`src/rtl/fold_btb_pkg.sv`:
```
package fold_btb_pkg;
    typedef enum logic {
        KIND_COND   = 1'b0,
        KIND_UNCOND = 1'b1
    } br_kind_e;

    localparam int EV_HIT      = 0;
    localparam int EV_MISS     = 1;
    localparam int EV_FOLD     = 2;
    localparam int EV_REDIRECT = 3;
    localparam int EV_NUM      = 4;
endpackage

```
`src/rtl/fold_btb_store.sv`:
```
module fold_btb_store
    import fold_btb_pkg::*;
#(
    parameter int PC_W   = 32,
    parameter int IDX_W  = 3,
    parameter int INSN_W = 32
) (
    input  logic                  clk,
    input  logic                  rst_n,
    input  logic [IDX_W-1:0]      ra_idx,
    output logic                  ra_valid,
    output logic [PC_W-IDX_W-3:0] ra_tag,
    output br_kind_e              ra_kind,
    output logic                  ra_taken,
    output logic [PC_W-1:0]       ra_addr,
    output logic [INSN_W-1:0]     ra_insn,
    input  logic [IDX_W-1:0]      rb_idx,
    output logic                  rb_valid,
    output logic [PC_W-IDX_W-3:0] rb_tag,
    output br_kind_e              rb_kind,
    output logic                  rb_taken,
    output logic [PC_W-1:0]       rb_addr,
    input  logic                  wr_en,
    input  logic [IDX_W-1:0]      wr_idx,
    input  logic [PC_W-IDX_W-3:0] wr_tag,
    input  br_kind_e              wr_kind,
    input  logic                  wr_taken,
    input  logic [PC_W-1:0]       wr_addr,
    input  logic [INSN_W-1:0]     wr_insn
);
    localparam int DEPTH = 1 << IDX_W;
    localparam int TAG_W = PC_W - IDX_W - 2;

    logic              valid_a [DEPTH];
    logic [TAG_W-1:0]  tag_a   [DEPTH];
    br_kind_e          kind_a  [DEPTH];
    logic              taken_a [DEPTH];
    logic [PC_W-1:0]   addr_a  [DEPTH];
    logic [INSN_W-1:0] insn_a  [DEPTH];

    for (genvar e = 0; e < DEPTH; e++) begin : g_entry
        logic              v_q;
        logic [TAG_W-1:0]  t_q;
        br_kind_e          k_q;
        logic              tk_q;
        logic [PC_W-1:0]   a_q;
        logic [INSN_W-1:0] i_q;
        logic              sel;

        assign sel = wr_en && (wr_idx == IDX_W'(e));

        always_ff @(posedge clk or negedge rst_n) begin
            if (!rst_n) begin
                v_q  <= 1'b0;
                t_q  <= '0;
                k_q  <= KIND_COND;
                tk_q <= 1'b0;
                a_q  <= '0;
                i_q  <= '0;
            end else if (sel) begin
                v_q  <= 1'b1;
                t_q  <= wr_tag;
                k_q  <= wr_kind;
                tk_q <= wr_taken;
                a_q  <= wr_addr;
                i_q  <= wr_insn;
            end
        end

        assign valid_a[e] = v_q;
        assign tag_a[e]   = t_q;
        assign kind_a[e]  = k_q;
        assign taken_a[e] = tk_q;
        assign addr_a[e]  = a_q;
        assign insn_a[e]  = i_q;
    end

    assign ra_valid = valid_a[ra_idx];
    assign ra_tag   = tag_a[ra_idx];
    assign ra_kind  = kind_a[ra_idx];
    assign ra_taken = taken_a[ra_idx];
    assign ra_addr  = addr_a[ra_idx];
    assign ra_insn  = insn_a[ra_idx];

    assign rb_valid = valid_a[rb_idx];
    assign rb_tag   = tag_a[rb_idx];
    assign rb_kind  = kind_a[rb_idx];
    assign rb_taken = taken_a[rb_idx];
    assign rb_addr  = addr_a[rb_idx];
endmodule

```
`src/rtl/fold_btb_resolve.sv`:
```
module fold_btb_resolve
    import fold_btb_pkg::*;
#(
    parameter int PC_W   = 32,
    parameter int IDX_W  = 3,
    parameter int INSN_W = 32
) (
    input  logic                  clk,
    input  logic                  rst_n,
    input  logic                  up_valid,
    input  logic [PC_W-1:0]       up_pc,
    input  br_kind_e              up_kind,
    input  logic                  up_taken,
    input  logic [PC_W-1:0]       up_target,
    input  logic [INSN_W-1:0]     up_insn,
    output logic [IDX_W-1:0]      e_idx,
    input  logic                  e_valid,
    input  logic [PC_W-IDX_W-3:0] e_tag,
    input  br_kind_e              e_kind,
    input  logic                  e_taken,
    input  logic [PC_W-1:0]       e_addr,
    output logic                  wr_en,
    output logic [PC_W-IDX_W-3:0] wr_tag,
    output br_kind_e              wr_kind,
    output logic                  wr_taken,
    output logic [PC_W-1:0]       wr_addr,
    output logic [INSN_W-1:0]     wr_insn,
    output logic [EV_NUM-1:0]     ev,
    output logic                  redirect,
    output logic [PC_W-1:0]       redirect_pc
);
    localparam logic [PC_W-1:0] STEP = PC_W'(4);

    logic            hit;
    logic            mismatch;
    logic            fold;
    logic [PC_W-1:0] seq_pc;
    logic [PC_W-1:0] pred_pc;
    logic [PC_W-1:0] real_pc;

    assign e_idx  = up_pc[IDX_W+1:2];
    assign wr_tag = up_pc[PC_W-1:IDX_W+2];

    always_comb begin
        seq_pc = up_pc + STEP;
        hit    = e_valid && (e_tag == wr_tag);
        if (!hit)                     pred_pc = seq_pc;
        else if (e_kind == KIND_UNCOND) pred_pc = e_addr - STEP;
        else if (e_taken)              pred_pc = e_addr;
        else                           pred_pc = seq_pc;
        if (up_kind == KIND_UNCOND || up_taken) real_pc = up_target;
        else                                    real_pc = seq_pc;
        mismatch = pred_pc != real_pc;
        fold     = hit && e_kind == KIND_UNCOND && up_kind == KIND_UNCOND && !mismatch;

        ev              = '0;
        ev[EV_HIT]      = up_valid && hit;
        ev[EV_MISS]     = up_valid && !hit;
        ev[EV_FOLD]     = up_valid && fold;
        ev[EV_REDIRECT] = up_valid && mismatch;

        wr_en    = up_valid && (up_kind == KIND_UNCOND || hit || up_taken);
        wr_kind  = up_kind;
        wr_taken = (up_kind == KIND_UNCOND) ? 1'b1 : up_taken;
        wr_addr  = (up_kind == KIND_UNCOND) ? up_target + STEP : up_target;
        wr_insn  = (up_kind == KIND_UNCOND) ? up_insn : '0;
    end

    always_ff @(posedge clk or negedge rst_n) begin
        if (!rst_n) begin
            redirect    <= 1'b0;
            redirect_pc <= '0;
        end else begin
            redirect <= up_valid && mismatch;
            if (up_valid && mismatch) redirect_pc <= real_pc;
        end
    end
endmodule

```
`src/rtl/fold_btb_counters.sv`:
```
module fold_btb_counters #(
    parameter int N     = 4,
    parameter int CNT_W = 16
) (
    input  logic                   clk,
    input  logic                   rst_n,
    input  logic [N-1:0]           ev,
    output logic [N-1:0][CNT_W-1:0] cnt
);
    localparam logic [CNT_W-1:0] TOP = '1;

    for (genvar c = 0; c < N; c++) begin : g_cnt
        logic [CNT_W-1:0] q;
        always_ff @(posedge clk or negedge rst_n) begin
            if (!rst_n)                 q <= '0;
            else if (ev[c] && q != TOP) q <= q + CNT_W'(1);
        end
        assign cnt[c] = q;
    end
endmodule

```
`src/rtl/fold_btb.sv`:
```
module fold_btb
    import fold_btb_pkg::*;
#(
    parameter int PC_W   = 32,
    parameter int IDX_W  = 3,
    parameter int INSN_W = 32,
    parameter int CNT_W  = 16
) (
    input  logic              clk,
    input  logic              rst_n,
    input  logic [PC_W-1:0]   lk_pc,
    output logic              lk_hit,
    output logic              lk_uncond,
    output logic              lk_taken,
    output logic              lk_fold,
    output logic [PC_W-1:0]   lk_target,
    output logic [INSN_W-1:0] lk_insn,
    output logic [PC_W-1:0]   lk_next_pc,
    input  logic              up_valid,
    input  logic [PC_W-1:0]   up_pc,
    input  logic              up_uncond,
    input  logic              up_taken,
    input  logic [PC_W-1:0]   up_target,
    input  logic [INSN_W-1:0] up_insn,
    output logic              redirect,
    output logic [PC_W-1:0]   redirect_pc,
    output logic [CNT_W-1:0]  cnt_hit,
    output logic [CNT_W-1:0]  cnt_miss,
    output logic [CNT_W-1:0]  cnt_fold,
    output logic [CNT_W-1:0]  cnt_redirect
);
    localparam int TAG_W = PC_W - IDX_W - 2;
    localparam logic [PC_W-1:0] STEP = PC_W'(4);

    logic              ra_valid;
    logic [TAG_W-1:0]  ra_tag;
    br_kind_e          ra_kind;
    logic              ra_taken;
    logic [PC_W-1:0]   ra_addr;
    logic [INSN_W-1:0] ra_insn;
    logic [IDX_W-1:0]  rb_idx;
    logic              rb_valid;
    logic [TAG_W-1:0]  rb_tag;
    br_kind_e          rb_kind;
    logic              rb_taken;
    logic [PC_W-1:0]   rb_addr;
    logic              wr_en;
    logic [TAG_W-1:0]  wr_tag;
    br_kind_e          wr_kind;
    logic              wr_taken;
    logic [PC_W-1:0]   wr_addr;
    logic [INSN_W-1:0] wr_insn;
    logic [EV_NUM-1:0] ev;
    logic [EV_NUM-1:0][CNT_W-1:0] cnt;
    br_kind_e          up_kind;

    assign up_kind = up_uncond ? KIND_UNCOND : KIND_COND;

    fold_btb_store #(.PC_W(PC_W), .IDX_W(IDX_W), .INSN_W(INSN_W)) u_store (
        .clk(clk), .rst_n(rst_n),
        .ra_idx(lk_pc[IDX_W+1:2]), .ra_valid(ra_valid), .ra_tag(ra_tag),
        .ra_kind(ra_kind), .ra_taken(ra_taken), .ra_addr(ra_addr), .ra_insn(ra_insn),
        .rb_idx(rb_idx), .rb_valid(rb_valid), .rb_tag(rb_tag),
        .rb_kind(rb_kind), .rb_taken(rb_taken), .rb_addr(rb_addr),
        .wr_en(wr_en), .wr_idx(rb_idx), .wr_tag(wr_tag), .wr_kind(wr_kind),
        .wr_taken(wr_taken), .wr_addr(wr_addr), .wr_insn(wr_insn)
    );

    fold_btb_resolve #(.PC_W(PC_W), .IDX_W(IDX_W), .INSN_W(INSN_W)) u_resolve (
        .clk(clk), .rst_n(rst_n),
        .up_valid(up_valid), .up_pc(up_pc), .up_kind(up_kind), .up_taken(up_taken),
        .up_target(up_target), .up_insn(up_insn),
        .e_idx(rb_idx), .e_valid(rb_valid), .e_tag(rb_tag), .e_kind(rb_kind),
        .e_taken(rb_taken), .e_addr(rb_addr),
        .wr_en(wr_en), .wr_tag(wr_tag), .wr_kind(wr_kind), .wr_taken(wr_taken),
        .wr_addr(wr_addr), .wr_insn(wr_insn), .ev(ev),
        .redirect(redirect), .redirect_pc(redirect_pc)
    );

    fold_btb_counters #(.N(EV_NUM), .CNT_W(CNT_W)) u_cnt (
        .clk(clk), .rst_n(rst_n), .ev(ev), .cnt(cnt)
    );

    assign cnt_hit      = cnt[EV_HIT];
    assign cnt_miss     = cnt[EV_MISS];
    assign cnt_fold     = cnt[EV_FOLD];
    assign cnt_redirect = cnt[EV_REDIRECT];

    always_comb begin
        lk_hit    = ra_valid && (ra_tag == lk_pc[PC_W-1:IDX_W+2]);
        lk_uncond = lk_hit && ra_kind == KIND_UNCOND;
        lk_fold   = lk_uncond;
        lk_taken  = lk_hit && (ra_kind == KIND_UNCOND || ra_taken);
        lk_insn   = lk_uncond ? ra_insn : '0;
        if (!lk_hit)         lk_target = '0;
        else if (lk_uncond)  lk_target = ra_addr - STEP;
        else                 lk_target = ra_addr;
        if (lk_taken)        lk_next_pc = ra_addr;
        else                 lk_next_pc = lk_pc + STEP;
    end
endmodule

```
`config.mk`:
```
export PLATFORM = sky130hd
export DESIGN_NAME = fold_btb
export DESIGN_NICKNAME = d
export VERILOG_FILES = /design/src/rtl/fold_btb_pkg.sv /design/src/rtl/fold_btb_store.sv /design/src/rtl/fold_btb_resolve.sv /design/src/rtl/fold_btb_counters.sv /design/src/rtl/fold_btb.sv
export SDC_FILE = /design/constraint.sdc
export NUM_CORES = 2
export LEC_CHECK = 0
export BUFFER_PORTS_ARGS = -buffer_cell sky130_fd_sc_hd__buf_2
export CAP_MARGIN = 25
export CORE_UTILIZATION = 57
export DETAILED_ROUTE_END_ITERATION = 7
export GPL_TIMING_DRIVEN = 0
export PLACE_DENSITY = 0.76
export SLEW_MARGIN = 25
export SYNTH_ARGS = -nofsm -noshare
export SYNTH_HDL_FRONTEND = slang
export SYNTH_HIERARCHICAL = 1
export SYNTH_SLANG_ARGS = --single-unit
```
`constraint.sdc`:
```
create_clock -name clk -period 10.4 [get_ports clk]
set_input_delay 0 -clock clk [delete_from_list [all_inputs] [get_ports clk]]
set_output_delay 0 -clock clk [all_outputs]
set_load 0.1 [all_outputs]
```
Word level (Yosys, flattened, before mapping)
Index checks and enable logic that the tools add are counted.
- add/sub/neg operators: 9
- order comparisons: 2
- equality and inequality tests: 14
- muxes and demuxes: 45
- bitwise operators: 2
- reduce and logical (&&, ||, !) cells: 31
- operator list (kind ; number):
    two-way mux 32 bit ; 16
    binary-select mux 32 bit (select 3 bit) ; 3
    binary-select mux 27 bit (select 3 bit) ; 2
    two-way mux 27 bit ; 4
    adder 32 x 3 -> 32 bit (second input constant) ; 3
    adder 16 x 1 -> 16 bit (second input constant) ; 4
    inequality test 16 bit (second input constant) ; 4
    subtractor 32 x 3 -> 32 bit (second input constant) ; 2
    equality test 27 bit ; 2
    inequality test 32 bit ; 1
    logical AND 1 bit ; 24
    binary-select mux 1 bit (select 3 bit) ; 6
    two-way mux 1 bit ; 14
    equality test 3 bit (second input constant) ; 4
    greater-or-equal comparator 4 bit (second input constant) ; 2
    NOT 3 -> 4 bit ; 2
    equality test 3 x 2 -> 1 bit (second input constant) ; 2
    logical OR 1 bit ; 4
    equality test 3 x 1 -> 1 bit (second input constant) ; 1
    zero test 3 bit ; 1
    zero test 1 bit ; 2
- register bits: 849
- output and inout port bits: 197

Depth between registers and ports, before layout
- word-level depth: 12
- gate-level depth with buffers: 24

Hierarchy
The synthesis kept the hierarchy.
- modules (own cells, without submodules) (module ; times used ; cells each ; area each (um2) ; seq. area each (um2)):
    fold_btb_store ; 1 ; 2148 ; 37045.5 ; 18818.0
    fold_btb_resolve ; 1 ; 821 ; 6159.7 ; 825.8
    fold_btb_counters ; 1 ; 285 ; 3125.5 ; 1601.5
    fold_btb ; 1 ; 317 ; 2175.8 ; 0.0

Least setup slack after synthesis
Ideal clock, no wire load.
- kind: input -> register
- from: input up_pc[2]
- to: register u_cnt.g_cnt[2].q[14]
- library setup time: 0.159 ns
- arrival: 5.533 ns
- data required time: 10.241 ns
- setup slack: 4.708 ns
- stages: 22
- cell sequence: buf_4 -> clkbuf_1 -> buf_6 -> buf_6 -> mux4_2 -> mux2_2 -> nor4b_1 -> clkbuf_1 -> nand3_1 -> mux2_2 -> nand3_1 -> a32oi_1 -> nand4_2 -> nor4_2 -> nand3_1 -> or4b_1 -> nor4_1 -> and4_1 -> nand4_1 -> a211oi_1 -> nand4_1 -> xnor2_1
- word-level cells in the longest chain between the ends: 12
- elaborated cells between the ends (all ways): 31
- RTL lines (what ; RTL line ; text):
    start: declaration ; fold_btb.sv:20 ; input logic [PC_W-1:0] up_pc,
    NOT 3 -> 4 bit (not written as such) * ; fold_btb_store.sv:89 ; assign rb_addr = addr_a[rb_idx];
    binary-select mux 32 bit (select 3 bit) * ; fold_btb_store.sv:89 ;
    two-way mux 32 bit (not written as such) * (2 in a row) ; fold_btb_store.sv:89 ;
    net rb_addr[4] ; fold_btb.sv:46 ; logic [PC_W-1:0] rb_addr;
    subtractor 32 x 3 -> 32 bit / two-way mux 32 bit (equally long branches) ; fold_btb_resolve.sv:48, fold_btb_resolve.sv:49 ;
    two-way mux 32 bit * ; fold_btb_resolve.sv:48 ; else if (e_kind == KIND_UNCOND) pred_pc = e_addr - STEP;
    two-way mux 32 bit * ; fold_btb_resolve.sv:47 ; if (!hit) pred_pc = seq_pc;
    inequality test 32 bit * ; fold_btb_resolve.sv:53 ; mismatch = pred_pc != real_pc;
    zero test 1 bit * ; fold_btb_resolve.sv:54 ; fold = hit && e_kind == KIND_UNCOND && up_kind == KIND_UNCOND && !mismatch;
    logical AND 1 bit * ; fold_btb_resolve.sv:54 ;
    logical AND 1 bit * ; fold_btb_resolve.sv:59 ; ev[EV_FOLD] = up_valid && fold;
    net ev[2] ; fold_btb.sv:53 ; logic [EV_NUM-1:0] ev;
    logical AND 1 bit * ; fold_btb_counters.sv:16 ; else if (ev[c] && q != TOP) q <= q + CNT_W'(1);
    end signal: assignment ; fold_btb_counters.sv:16 ;
    end: declaration ; fold_btb_counters.sv:13 ; logic [CNT_W-1:0] q;
The timed path passes the listed nets; every way through them passes the cells marked *. The select of a mux whose other input is x is not followed.
A chain may end at the register's enable or synchronous reset.

Worst setup path in the final report
- from: input up_pc[4]
- to: register u_cnt.g_cnt[2].q[10]
The elaborated chain is that of the path after synthesis.

==> results.md <==
- CP required: ~11,000 ps
- CTS Buffer Depth: 3
- Placed Cells: roughly 5,000
- CP startpoint kind: primary input
- HP Class: in -> reg
- Ys async rst share: 100%
- Starting density of the core: 57.8%
- Core ar.: around 0.084 sq mm
- Initial antenna violation count: 8
- Pins over their slew limit: 0
- Hold path startpoint: up_insn[4]
- Largest net degree at the start of global routing: between 100 and 150
- Fmax: between 100 and 150 MHz
- #FFs+latches synth: roughly 850
- Dominant cell by count in the synthesized netlist: mux2_2
- Hold Path Sink: u_store/g_entry[7].i_q[4]$_DFFE_PN0P_
- Fin nets: approximately 4,200
- Slowest-stage cell, CP: clkbuf_1
- Vias in the first global route: approximately 36,000
- Routability cong.: about 1.0
- Final worst path period need: around 8000 ps
- Fin area: 0.0558 sq mm
- Setup WS pre-CTS: 2180 ps
- Worst Slack Setup Final: roughly 2400 ps
- Unrepaired setup endpoints after global routing: no
- Cts repair resizes: 0
- Worst reg2reg path depth: 17
- # H-tree levels: 3
- Vias: 35,004
- TritonCTS buffer count: 94
- Mapped Area: 0.0485 sq mm
- Router iterations before antenna repair: 6
- Avg Vias per Cell: 6.61
- Top FF cell, synth: dfrtp_1
- Crit-path max cell delay: 930 ps
- Peak VDD IR: ~0.23 mV
- Clk_lat worst skew: ~670 ps
- Final ANT Viol Nets: 0
- Cell family with most CP delay: simple AND/OR/NAND/NOR gates
- Worst rel slew slack: between 20% and 30%
- Final TNS setup: 0 ps
- Layout cell share with drive strength beyond 1: approximately half
- Seq/Total Area, Yosys: ~44%
- Syn nets: between 3,000 and 4,000
- Area growth from synthesis to layout: 15.1%
- Die width: between 200 and 300 um
- Top post-synthesis cells by count: mux2_2 (950), dfrtp_1 (849), mux4_2 (312), xnor2_1 (170), nor2_1 (135)
- CP Buf/Inv Count: 5
- DIE AREA: roughly 0.086 sq mm
- FF-to-FF Start: u_store/g_entry[5].a_q[4]$_DFFE_PN0P_
- Finished Core Util: between 60% and 70%
- Data arrival time of the critical path: 8560 ps
- Hold-fix buffers, CTS: 86
- Post-place instance area: just over 0.05 sq mm
- Max cap viols: 0
- Die H: between 200 and 300 um
- Pwr Density: between 150 and 200 mW/mm^2
- GR Util All Layers: ~36%
- Routed WL: ~160,000 um
- I/O Pins: 330
- WHS: about 27 ps
- Fin Clk Skew: about 24 ps
- TritonCTS clock tree: yes
- EDFF count, synth: 0
- Netlist cell types: a little over 100
- Final hold viol count: 0
- Hold Path Cell Cnt: 3
- Port bufs: ~320
- Cells after Synth: 3,571
- Leak Pwr: 23.9 nW
- CP max FO: 10
- Worst reg2reg endpoint: u_cnt/g_cnt[2].q[10]$_DFFE_PN0P_
- Reg clk slew, reported paths: roughly 60 ps
- Crit. End Element: flip-flop
- Synth area leader: dfrtp_1
- DR WL/cell: roughly 29 um
- Setup bufs post-CTS: 0
- Top post-synthesis cells by area: dfrtp_1 (44%), mux2_2 (22%), mux4_2 (14%), xnor2_1 (3.1%), xor2_1 (1.1%)
- Total clock sinks: 849
- Total chip power: 11.1 mW
- Final setup vio count: 0
- Yosys top cell area share: 43.8%
- Synth Warn #: 6
- First-pass GRT wire length: approximately 230,000 um
- Fin cells: ~5,300
- Critical path class: in -> reg
- Worst Max-Slew Pin Slew: around 1200 ps
- CP cell instances: buf_2, buf_4, clkbuf_1, clkbuf_1, buf_2, mux4_2, mux2_2, nor4b_1, nand4_1, nor4_2, mux2i_1, o21ai_0, nand4_2, nor4_2, nand3_1, or4b_1, nor4_1, and4_1, nand4_1, a211oi_1, and3_1, xor2_1
- DRT iter0 DRCs: roughly 3,400
- Outcome: complete, no violations
- R2R setup slack: roughly 3500 ps
- Drt drc: 0
- Clk root buf: clkbuf_16
- Final Cycle Share: 76.6%
- Post-DP HPWL: 111,000 um
- Syn avg cell area: 13.6 sq um
- FP Rows: approximately 110
- Congestion Overflow GR: 0
==> flip-flops by register name, indices dropped and copies added (netlist names) <==
register               count
u_store/g_entry.v_q        8
u_store/g_entry.k_q        8
u_store/g_entry.tk_q       8
u_store/g_entry.i_q      256
u_cnt/g_cnt.q             64
u_store/g_entry.t_q      216
u_resolve/redirect_pc     32
u_store/g_entry.a_q      256
u_resolve/redirect         1
==> layer usage <==
metal,global-route usage [%],routed length (um),vias to the layer above
li1,-,-,14516
met1,46.5,58800,18106
met2,55.3,70500,1923
met3,11.2,16700,449
met4,19.3,9060,10
met5,0,81,-
==> area by class of cell <==
type / count / area [sq um]
clock inverters: 37 / 388
repair buffers: 412 / 2680
inverters: 32 / 120
multi-input cells: 2424 / 25600
diodes: 4 / 10.0
clock buffers: 136 / 2790
flip-flops and latches: 849 / 21200
fillers: 6106 / 28100
well taps: 1134 / 1420
plain buffers: 266 / 1540
==> worst max-delay path by stage <==
stage	startpoint	end	slack (ps)	cells after the start
finish	up_pc[4]	u_cnt/g_cnt[2].q[10]$_DFFE_PN0P_	2430	22
global route	up_pc[4]	u_cnt/g_cnt[2].q[10]$_DFFE_PN0P_	2090	22
CTS	up_pc[4]	u_cnt/g_cnt[2].q[10]$_DFFE_PN0P_	2870	22
detailed placement	up_pc[4]	u_cnt/g_cnt[2].q[14]$_DFFE_PN0P_	2180	22
global placement	rst_n	u_store/g_entry[7].i_q[8]$_DFFE_PN0P_	-8970	1
floorplan	up_pc[2]	u_cnt/g_cnt[2].q[14]$_DFFE_PN0P_	4710	22
==> layout by cell type, fill, tap and decap left out, types with 25 or more instances in the layout <==
cell           instances
inv_1                 32
nand3_1               68
and3_1                30
dfrtp_1              849
dlygate4sd3_1         86
xor2_1                62
clkbuf_1              94
mux2_2               950
xnor2_1              170
nor2_1               135
buf_4                 41
nor4_1                34
buf_2                416
clkbuf_16             96
nand4_1               65
and2_1                68
nand2_1              107
mux2i_1               25
clkbuf_8              28
o21ai_0               45
a21oi_1               29
nor3_1                49
mux4_2               312
==> worst register-to-register path, cell delays in order, from the launching register on <==
cell	delay, ps
dfrtp_1	380
mux4_2	480
mux2_2	370
nor4b_1	900
nand4_1	560
nor4_2	510
mux2i_1	190
o21ai_0	340
nand4_2	150
nor4_2	310
nand3_1	140
or4b_1	620
nor4_1	360
and4_1	460
nand4_1	270
a211oi_1	440
and3_1	240
xor2_1	140
==> kinds of logic after synthesis <==
kind of cell | Yosys count | share of synthesized area [%]
compound gates | 193 | 2.84
flops | 849 | 43.8
fa+ha+maj | 9 | 0.232
simple gates | 678 | 7.70
xor+xnor | 232 | 4.19
buf+inv | 298 | 3.42
mux | 1312 | 37.8
==> power by group <==
part,internal (mW),switching [mW]
sequential,4.00,0.475
clock,1.99,1.39
combinational,1.51,1.71
total,7.51,3.57
Power figures use the tool's default switching activity.
